**src/rtl/sdram_dp_pkg.sv**
```systemverilog
`timescale 1ns/1ps
package sdram_dp_pkg;
  // Kind of column access made in a given cycle
  typedef enum logic [1:0] {
    ACC_NONE = 2'd0,
    ACC_RD   = 2'd1,
    ACC_WR   = 2'd2
  } acc_kind_e;
endpackage

```
**src/rtl/sdram_burst_seq.sv**
```systemverilog
`timescale 1ns/1ps
// Burst sequencer: one column access per cycle, wrapped inside a BL block
module sdram_burst_seq
  import sdram_dp_pkg::*;
#(
  parameter int BAW = 2,
  parameter int CAW = 4,
  parameter int BL  = 4,
  localparam int KW = (BL > 1) ? $clog2(BL) : 1
) (
  input  logic            clk,
  input  logic            rst_n,
  input  logic            cmd_vld,
  input  logic            cmd_wr,
  input  logic [BAW-1:0]  cmd_bank,
  input  logic [CAW-1:0]  cmd_col,
  input  logic            cmd_ap,
  output acc_kind_e       acc_kind,
  output logic [BAW-1:0]  acc_bank,
  output logic [CAW-1:0]  acc_col,
  output logic            busy,
  output logic [KW-1:0]   idx,
  output logic            pre_req,
  output logic [BAW-1:0]  pre_bank
);
  localparam logic [CAW-1:0] WRAP_MASK = CAW'(BL - 1);
  localparam logic [KW-1:0]  LAST_BEAT = KW'(BL - 1);

  // control state (reset)
  logic           act_q, act_d;
  logic [KW-1:0]  cnt_q, cnt_d;
  logic           pre_q, pre_d;
  logic [BAW-1:0] preb_q, preb_d;
  // burst fields (datapath, no reset)
  logic           wr_q, ap_q;
  logic [BAW-1:0] bank_q;
  logic [CAW-1:0] start_q;

  logic           s_wr, s_ap, s_valid, s_last;
  logic [BAW-1:0] s_bank;
  logic [CAW-1:0] s_start;
  logic [KW-1:0]  s_k;

  always_comb begin
    if (cmd_vld) begin
      s_wr    = cmd_wr;
      s_ap    = cmd_ap;
      s_bank  = cmd_bank;
      s_start = cmd_col;
      s_k     = '0;
    end else begin
      s_wr    = wr_q;
      s_ap    = ap_q;
      s_bank  = bank_q;
      s_start = start_q;
      s_k     = cnt_q;
    end
    s_valid = cmd_vld | act_q;
    s_last  = s_valid && (s_k == LAST_BEAT);

    acc_bank = s_bank;
    acc_col  = (s_start & ~WRAP_MASK) | ((s_start + CAW'(s_k)) & WRAP_MASK);
    if (!s_valid)  acc_kind = ACC_NONE;
    else if (s_wr) acc_kind = ACC_WR;
    else           acc_kind = ACC_RD;

    act_d  = act_q;
    cnt_d  = cnt_q;
    if (s_valid) begin
      act_d = ~s_last;
      cnt_d = s_k + KW'(1);
    end
    pre_d  = s_last & s_ap;
    preb_d = s_bank;
  end

  always_ff @(posedge clk or negedge rst_n) begin
    if (!rst_n) begin
      act_q  <= 1'b0;
      cnt_q  <= '0;
      pre_q  <= 1'b0;
      preb_q <= '0;
    end else begin
      act_q  <= act_d;
      cnt_q  <= cnt_d;
      pre_q  <= pre_d;
      preb_q <= preb_d;
    end
  end

  // capture burst fields only when a command arrives
  always_ff @(posedge clk) begin
    if (cmd_vld) begin
      wr_q    <= cmd_wr;
      ap_q    <= cmd_ap;
      bank_q  <= cmd_bank;
      start_q <= cmd_col;
    end
  end

  assign busy     = act_q;
  assign idx      = cnt_q;
  assign pre_req  = pre_q;
  assign pre_bank = preb_q;
endmodule

```
**src/rtl/sdram_cell_array.sv**
```systemverilog
`timescale 1ns/1ps
// Small storage array, one access per cycle, asynchronous read
module sdram_cell_array #(
  parameter int DW    = 8,
  parameter int AW    = 6,
  localparam int DEPTH = 1 << AW
) (
  input  logic          clk,
  input  logic          we,
  input  logic [AW-1:0] addr,
  input  logic [DW-1:0] wdata,
  output logic [DW-1:0] rdata
);
  logic [DW-1:0] mem [DEPTH];

  always_ff @(posedge clk) begin
    if (we) mem[addr] <= wdata;
  end

  assign rdata = mem[addr];
endmodule

```
**src/rtl/sdram_rd_pipe.sv**
```systemverilog
`timescale 1ns/1ps
// Read latency pipeline with a two-cycle mask delay at the output stage
module sdram_rd_pipe #(
  parameter int DW = 8,
  parameter int CL = 2
) (
  input  logic          clk,
  input  logic          rst_n,
  input  logic          issue,
  input  logic [DW-1:0] rdata,
  input  logic          dqm,
  output logic [DW-1:0] dq_out,
  output logic          dq_oe
);
  logic [CL-1:0] vld_q, vld_d;
  logic [DW-1:0] dat_q [CL];
  logic          m1_q, m2_q;
  logic          oe_q, oe_d;
  logic [DW-1:0] out_q, out_d;

  always_comb begin
    vld_d = {vld_q[CL-2:0], issue};
    oe_d  = vld_q[CL-1] & ~m2_q;
    out_d = oe_d ? dat_q[CL-1] : '0;
  end

  always_ff @(posedge clk or negedge rst_n) begin
    if (!rst_n) begin
      vld_q <= '0;
      m1_q  <= 1'b0;
      m2_q  <= 1'b0;
      oe_q  <= 1'b0;
      out_q <= '0;
    end else begin
      vld_q <= vld_d;
      m1_q  <= dqm;
      m2_q  <= m1_q;
      oe_q  <= oe_d;
      out_q <= out_d;
    end
  end

  // data shift register, no reset needed
  always_ff @(posedge clk) begin
    dat_q[0] <= rdata;
    for (int i = 1; i < CL; i++) dat_q[i] <= dat_q[i-1];
  end

  assign dq_out = out_q;
  assign dq_oe  = oe_q;
endmodule

```
**src/rtl/sdram_burst_dp.sv**
```systemverilog
`timescale 1ns/1ps
// Top: device-side burst data path of a small SDRAM model
module sdram_burst_dp
  import sdram_dp_pkg::*;
#(
  parameter int BANKS = 4,
  parameter int COLS  = 16,
  parameter int DW    = 8,
  parameter int BL    = 4,
  parameter int CL    = 2,
  localparam int BAW  = $clog2(BANKS),
  localparam int CAW  = $clog2(COLS),
  localparam int KW   = (BL > 1) ? $clog2(BL) : 1
) (
  input  logic           clk,
  input  logic           rst_n,
  input  logic           cmd_vld,
  input  logic           cmd_wr,
  input  logic [BAW-1:0] cmd_bank,
  input  logic [CAW-1:0] cmd_col,
  input  logic           cmd_ap,
  input  logic           dqm,
  input  logic [DW-1:0]  dq_in,
  output logic [DW-1:0]  dq_out,
  output logic           dq_oe,
  output logic           pre_req,
  output logic [BAW-1:0] pre_bank
);
  acc_kind_e      acc_kind;
  logic [BAW-1:0] acc_bank;
  logic [CAW-1:0] acc_col;
  logic           seq_busy;
  logic [KW-1:0]  seq_idx;
  logic           mem_we, rd_issue;
  logic [DW-1:0]  mem_rdata;

  sdram_burst_seq #(.BAW(BAW), .CAW(CAW), .BL(BL)) u_seq (
    .clk      (clk),
    .rst_n    (rst_n),
    .cmd_vld  (cmd_vld),
    .cmd_wr   (cmd_wr),
    .cmd_bank (cmd_bank),
    .cmd_col  (cmd_col),
    .cmd_ap   (cmd_ap),
    .acc_kind (acc_kind),
    .acc_bank (acc_bank),
    .acc_col  (acc_col),
    .busy     (seq_busy),
    .idx      (seq_idx),
    .pre_req  (pre_req),
    .pre_bank (pre_bank)
  );

  // write mask is applied in the same cycle as the data
  assign mem_we   = (acc_kind == ACC_WR) && !dqm;
  assign rd_issue = (acc_kind == ACC_RD);

  sdram_cell_array #(.DW(DW), .AW(BAW + CAW)) u_array (
    .clk   (clk),
    .we    (mem_we),
    .addr  ({acc_bank, acc_col}),
    .wdata (dq_in),
    .rdata (mem_rdata)
  );

  sdram_rd_pipe #(.DW(DW), .CL(CL)) u_rd (
    .clk    (clk),
    .rst_n  (rst_n),
    .issue  (rd_issue),
    .rdata  (mem_rdata),
    .dqm    (dqm),
    .dq_out (dq_out),
    .dq_oe  (dq_oe)
  );
endmodule

```
**config.mk**
```make
export PLATFORM = sky130hd
export DESIGN_NAME = sdram_burst_dp
export DESIGN_NICKNAME = d
export VERILOG_FILES = /design/src/rtl/sdram_dp_pkg.sv /design/src/rtl/sdram_burst_seq.sv /design/src/rtl/sdram_cell_array.sv /design/src/rtl/sdram_rd_pipe.sv /design/src/rtl/sdram_burst_dp.sv
export SDC_FILE = /design/constraint.sdc
export NUM_CORES = 1
export LEC_CHECK = 0
export BUFFER_PORTS_ARGS = -buffer_cell sky130_fd_sc_hd__buf_2
export CAP_MARGIN = 20
export CELL_PAD_IN_SITES_DETAIL_PLACEMENT = 1
export CELL_PAD_IN_SITES_GLOBAL_PLACEMENT = 2
export CORE_MARGIN = 5
export CORE_UTILIZATION = 50
export CTS_CLUSTER_SIZE = 14
export DETAILED_ROUTE_END_ITERATION = 10
export PLACE_DENSITY = 0.79
export SKIP_LAST_GASP = 1
export SLEW_MARGIN = 40
export SYNTH_ARGS = -nofsm -noshare
export SYNTH_HDL_FRONTEND = slang
export SYNTH_SLANG_ARGS = --single-unit
```
**constraint.sdc**
```tcl
create_clock -name clk -period 6.87 [get_ports clk]
set_input_delay 0.687 -clock clk [delete_from_list [all_inputs] [get_ports clk]]
set_output_delay 0.687 -clock clk [all_outputs]
set_load 0.02 [all_outputs]
```
-- After elaboration in Yosys (flattened, before gate mapping)
Memory sizes are Yosys's and may differ from the RTL's.
Index checks and enable logic that the tools add are counted.
- bits in registers: 27
- memory bits (writable): 528
- word-level logic and storage cells: 39
- memories kept: 2
- bits of input ports: 20
- bitwise operators: 6
- reduce and logical (&&, ||, !) cells: 3
- equal/unequal tests: 3
- mux-type cells: 10
- add/sub/neg operators: 2
- memories (memory ; depth ; bits a word ; read ports ; clocked after Yosys merged registers in ; wr ports ; line ; RTL):
    u_array.mem ; 64 ; 8 ; 1 ; 0 ; 1 ; sdram_cell_array.sv:14 ; logic [DW-1:0] mem [DEPTH];
    u_rd.dat_q ; 2 ; 8 ; 2 ; 0 ; 2 ; sdram_rd_pipe.sv:16 ; logic [DW-1:0] dat_q [CL];
- operator list (kind ; count):
    $mux W2 ; 4
    $mux W8 ; 1
    $eq A2 B2 Y1 const B ; 2
    $mux W1 ; 4
    $mux W4 ; 1
    $or A4 B2 Y4 ; 1
    $add A2 B1 Y2 const B ; 1
    $add A2 B2 Y2 ; 1
    $and A1 B1 Y1 ; 2
    $eq A2 B1 Y1 const B ; 1
    $logic_and A1 B1 Y1 ; 2
    $not A1 Y1 ; 2
    $logic_not A1 Y1 ; 1
    $or A1 B1 Y1 ; 1

-- Depth between registers and ports, before layout
- depth after elaboration: 7
- gate-level depth with buffers: 13

-- Hierarchy
Synthesis repeated with hierarchy kept, for this count alone.
- cells, all modules: 1258
- area, all modules: 21613.2 um^2
- by module, submodules not included (module ; instances ; cells each ; area each (um^2) ; sequential area each (um^2)):
    sdram_cell_array ; 1 ; 1163 ; 20289.5 ; 15374.7
    sdram_rd_pipe ; 1 ; 38 ; 721.9 ; 645.6
    sdram_burst_seq ; 1 ; 55 ; 580.6 ; 310.3
    sdram_burst_dp ; 1 ; 2 ; 21.3 ; 0.0

-- Worst setup path after synthesis
Ideal clock, no wire load.
- path kind: input to register
- from: input port cmd_vld
- to: memory u_array.mem[11][0] (enable)
- required time: 6.487 ns
- path slack: 2.878 ns
- arrival time: 3.608 ns
- setup time: 0.383 ns
- stages: 10
- cells stage by stage: buf_2 -> buf_6 -> buf_2 -> mux2_2 -> ha_1 -> buf_2 -> clkbuf_1 -> clkbuf_1 -> nand2_1 -> nor3_1
- elaborated cells on any way between the ends: 13
- those cells by class: 1 x add/sub; 1 x eq/ne; 8 x mux; 2 x bitwise; 1 x reduce/logical
- RTL lines (what ; line ; RTL):
    start: declaration ; sdram_burst_dp.sv:17 ; input logic cmd_vld,
    $mux W4 ; n/a ;
    named net u_seq.s_start[0] ; sdram_burst_seq.sv:41 ; logic [CAW-1:0] s_start;
    $add A2 B2 Y2 ; sdram_burst_seq.sv:62 ; acc_col = (s_start & ~WRAP_MASK) | ((s_start + CAW'(s_k)) & WRAP_MASK);
    $or A4 B2 Y4 ; sdram_burst_seq.sv:62 ;
    end: declaration ; sdram_cell_array.sv:14 ;
The timed path passes the listed nets, and every way through them passes these cells.

==> out/qor.csv <==
metric,value,unit
Non-Filler Instances,1967,
H-tree levels,2,
Area Overhead vs Synth,13.3,%
average wire per standard cell,33.5,um
routed wire length,65900,um
worst path required time,7.33,ns
Worst setup EP type,flop,
initial antenna violation count,2,
Tcrit/Tclk final,69.9,%
syn_nets,1284,
PortBufs,31,
hold_ws,0.00603,ns
"Hold-fix buffers, CTS",0,
Finished Cell Area,24600,sq um
Post-Route Setup TNS,0,ns
Max Root-Sink Buffers,3,
Yosys reg bits,555,
DIE WIDTH,218,um
RR Startpoint,u_seq.idx[0],
max_cap viols,0,
Startpoint Class,input port,
CTS tree,yes,
Yosys warnings,0,
GP Congestion,0.943,
GRT Total Usage,27.8,%
Netlist cell types,61,
final period demand of the worst path,4.81,ns
post-CTS sizing,0,
Post-synth EDFFs,512,
CP Class,input port to flop,
Skew-Pair Late Insertion Delay,0.61,ns
final hold vios,0,
Mapped Area,21700,sq um
antenna-violating nets left,0,
largest net degree at the start of global routing,65,
DIE AREA,47600,sq um
root buffer cell,clkbuf_16,
Max VDD drop,212,uV
Worst Skew,0.0128,ns
Arrival @ worst endpoint,5.27,ns
TritonRoute pass-1 iters,5,
grt ovf,0,
fmax,208,MHz
Initial Util,50.4,%
Clock transition at path regs,0.06,ns
vias in the first global route,12900,
I/O pin count,32,
post-synthesis sequential area ratio,75.3,%
n_diodes,0,
Hold Path Class,input port to async pin,
setup bufs post-CTS,0,
Pleak,0.00824,uW
Nets,1358,
RR Endpoint,u_rd.dat_q[0][4],
Starting DRT DRC Count,1482,
cts bufs inserted,56,
DP Area,22700,sq um
top_reg_cell synth,edfxtp_1,
"FFs w/ async S/R, synth",3.42,%
r2r worst-path depth,12,
# DRC,0,
PD cells,329,nW/um^2
fin. max-slew vios,0,
RSZ-0062 raised after global routing,no,
HPWL after DPL,41900,um
Die Y,218,um
Slew Limit Headroom,42.8,%
outcome,finished clean,
"commonest non-fill, non-tap cells in the layout","edfxtp_1 (512), mux2i_1 (144), o22ai_1 (63)",
Worst Path Max Fanout,62,
"most common cell after layout, fill and taps aside",edfxtp_1,
"Avg Cell Area, Syn",17.2,sq um
"setup slack, reg-to-reg",2.53,ns
Least-Margin Pin Slew,0.858,ns
DP Cell Count,1863,
DR vias/cell,6.42,
first-pass GRT wire length,94000,um
Mapped Cells,1262,
Clock Sinks,555,
Rows,76,
share of layout cells above drive strength 1,17.9,%
DR vias,12600,
core area,43000,sq um
post-layout util,57.1,%
endpoints failing setup,0,
==> critical path: stages <==
cell	delay (ns)
buf_2	0.55
mux2_2	0.44
ha_4	0.19
a211o_1	0.22
buf_4	0.27
nand2_8	0.49
buf_12	0.39
buf_4	0.34
buf_4	0.26
mux2i_1	0.24
o22ai_1	0.13
nor4_1	0.71
nand4_1	0.15
==> area by class of cell <==
type,instances,area (sq um)
Sequential cell,555,16300
Clock inverter,27,288
Multi-Input combinational cell,641,5160
Tap cell,585,732
Fill cell,3907,18400
Inverter,8,30.0
Timing Repair Buffer,74,490
Clock buffer,77,1520
==> layer usage <==
metal	GRT usage (%)	share of wire, %	up-vias
li1	-	-	5244
met1	38.0	40	6561
met2	43.6	46	666
met3	6.65	9.1	148
met4	11.3	4.6	0
met5	0	0	-
==> synth_stat cells (13+ instances only) <==
| cell type | number | share of area, % |
|---|---|---|
| a21o_1 | 21 | 0.73 |
| dfxtp_1 | 24 | 2.2 |
| and2_1 | 13 | 0.38 |
| nor2_1 | 74 | 1.3 |
| o2111ai_1 | 13 | 0.53 |
| o21ai_0 | 31 | 0.72 |
| buf_2 | 18 | 0.42 |
| buf_4 | 15 | 0.52 |
| edfxtp_1 | 512 | 71 |
| mux2i_1 | 144 | 6.7 |
| mux4_2 | 34 | 3.5 |
| nor4_1 | 24 | 0.69 |
| dfrtp_1 | 19 | 2.2 |
| clkbuf_1 | 20 | 0.35 |
| nand2_1 | 36 | 0.62 |
| o22ai_1 | 63 | 1.8 |
| a31oi_1 | 14 | 0.40 |
| nand3_1 | 49 | 1.1 |
==> report_power, final <==
group	total (uW)	switching [uW]	internal (uW)
clock	3050	1270	1770
sequential	3820	50.3	3770
combinational	1220	802	422
==> flip-flops by register name (all words and copies together) (netlist names) <==
| signal | flops |
|---|---|
| u_array.mem | 512 |
| u_rd.dat_q | 16 |
| u_rd.dq_out | 8 |
| u_seq.start_q | 4 |
| u_rd.vld_q | 2 |
| u_seq.bank_q | 2 |
| u_seq.idx | 2 |
| u_seq.pre_bank | 2 |
| u_rd.dq_oe | 1 |
| u_rd.m1_q | 1 |
| u_rd.m2_q | 1 |
| u_seq.ap_q | 1 |
| u_seq.busy | 1 |
| u_seq.pre_req | 1 |
| u_seq.wr_q | 1 |
==> logic make-up after synthesis <==
| group | Yosys count | synth area share [%] |
|---|---|---|
| flops | 555 | 75.3 |
| simple gates | 261 | 6.22 |
| compound gates | 190 | 5.99 |
| mux | 186 | 10.6 |
| buf+inv | 66 | 1.61 |
| xor+xnor | 2 | 0.115 |
| fa+ha+maj | 2 | 0.115 |
==> through the flow <==
step	power, uW	worst slack [ns]
2_1_floorplan	4640	2.88
3_3_place_gp	5060	1.33
3_5_place_dp	5090	1.58
4_1_cts	8100	2.18
5_1_grt	8340	1.96
6_report	8090	2.06
==> how the worst max path moves through the flow <==
stage / start / to / slack [ns] / cells after the start
2_1_floorplan: cmd_vld / u_array.mem[11][0] / 2.88 / 10
3_3_place_gp: cmd_vld / u_rd.dat_q[0][3] / 1.33 / 12
3_5_place_dp: cmd_vld / u_rd.dat_q[0][4] / 1.58 / 13
4_1_cts: cmd_vld / u_rd.dat_q[0][4] / 2.18 / 13
5_1_grt: cmd_vld / u_rd.dat_q[0][4] / 1.96 / 13
6_report: cmd_vld / u_rd.dat_q[0][4] / 2.06 / 13
No activity file was read; power rests on OpenSTA's default activity.
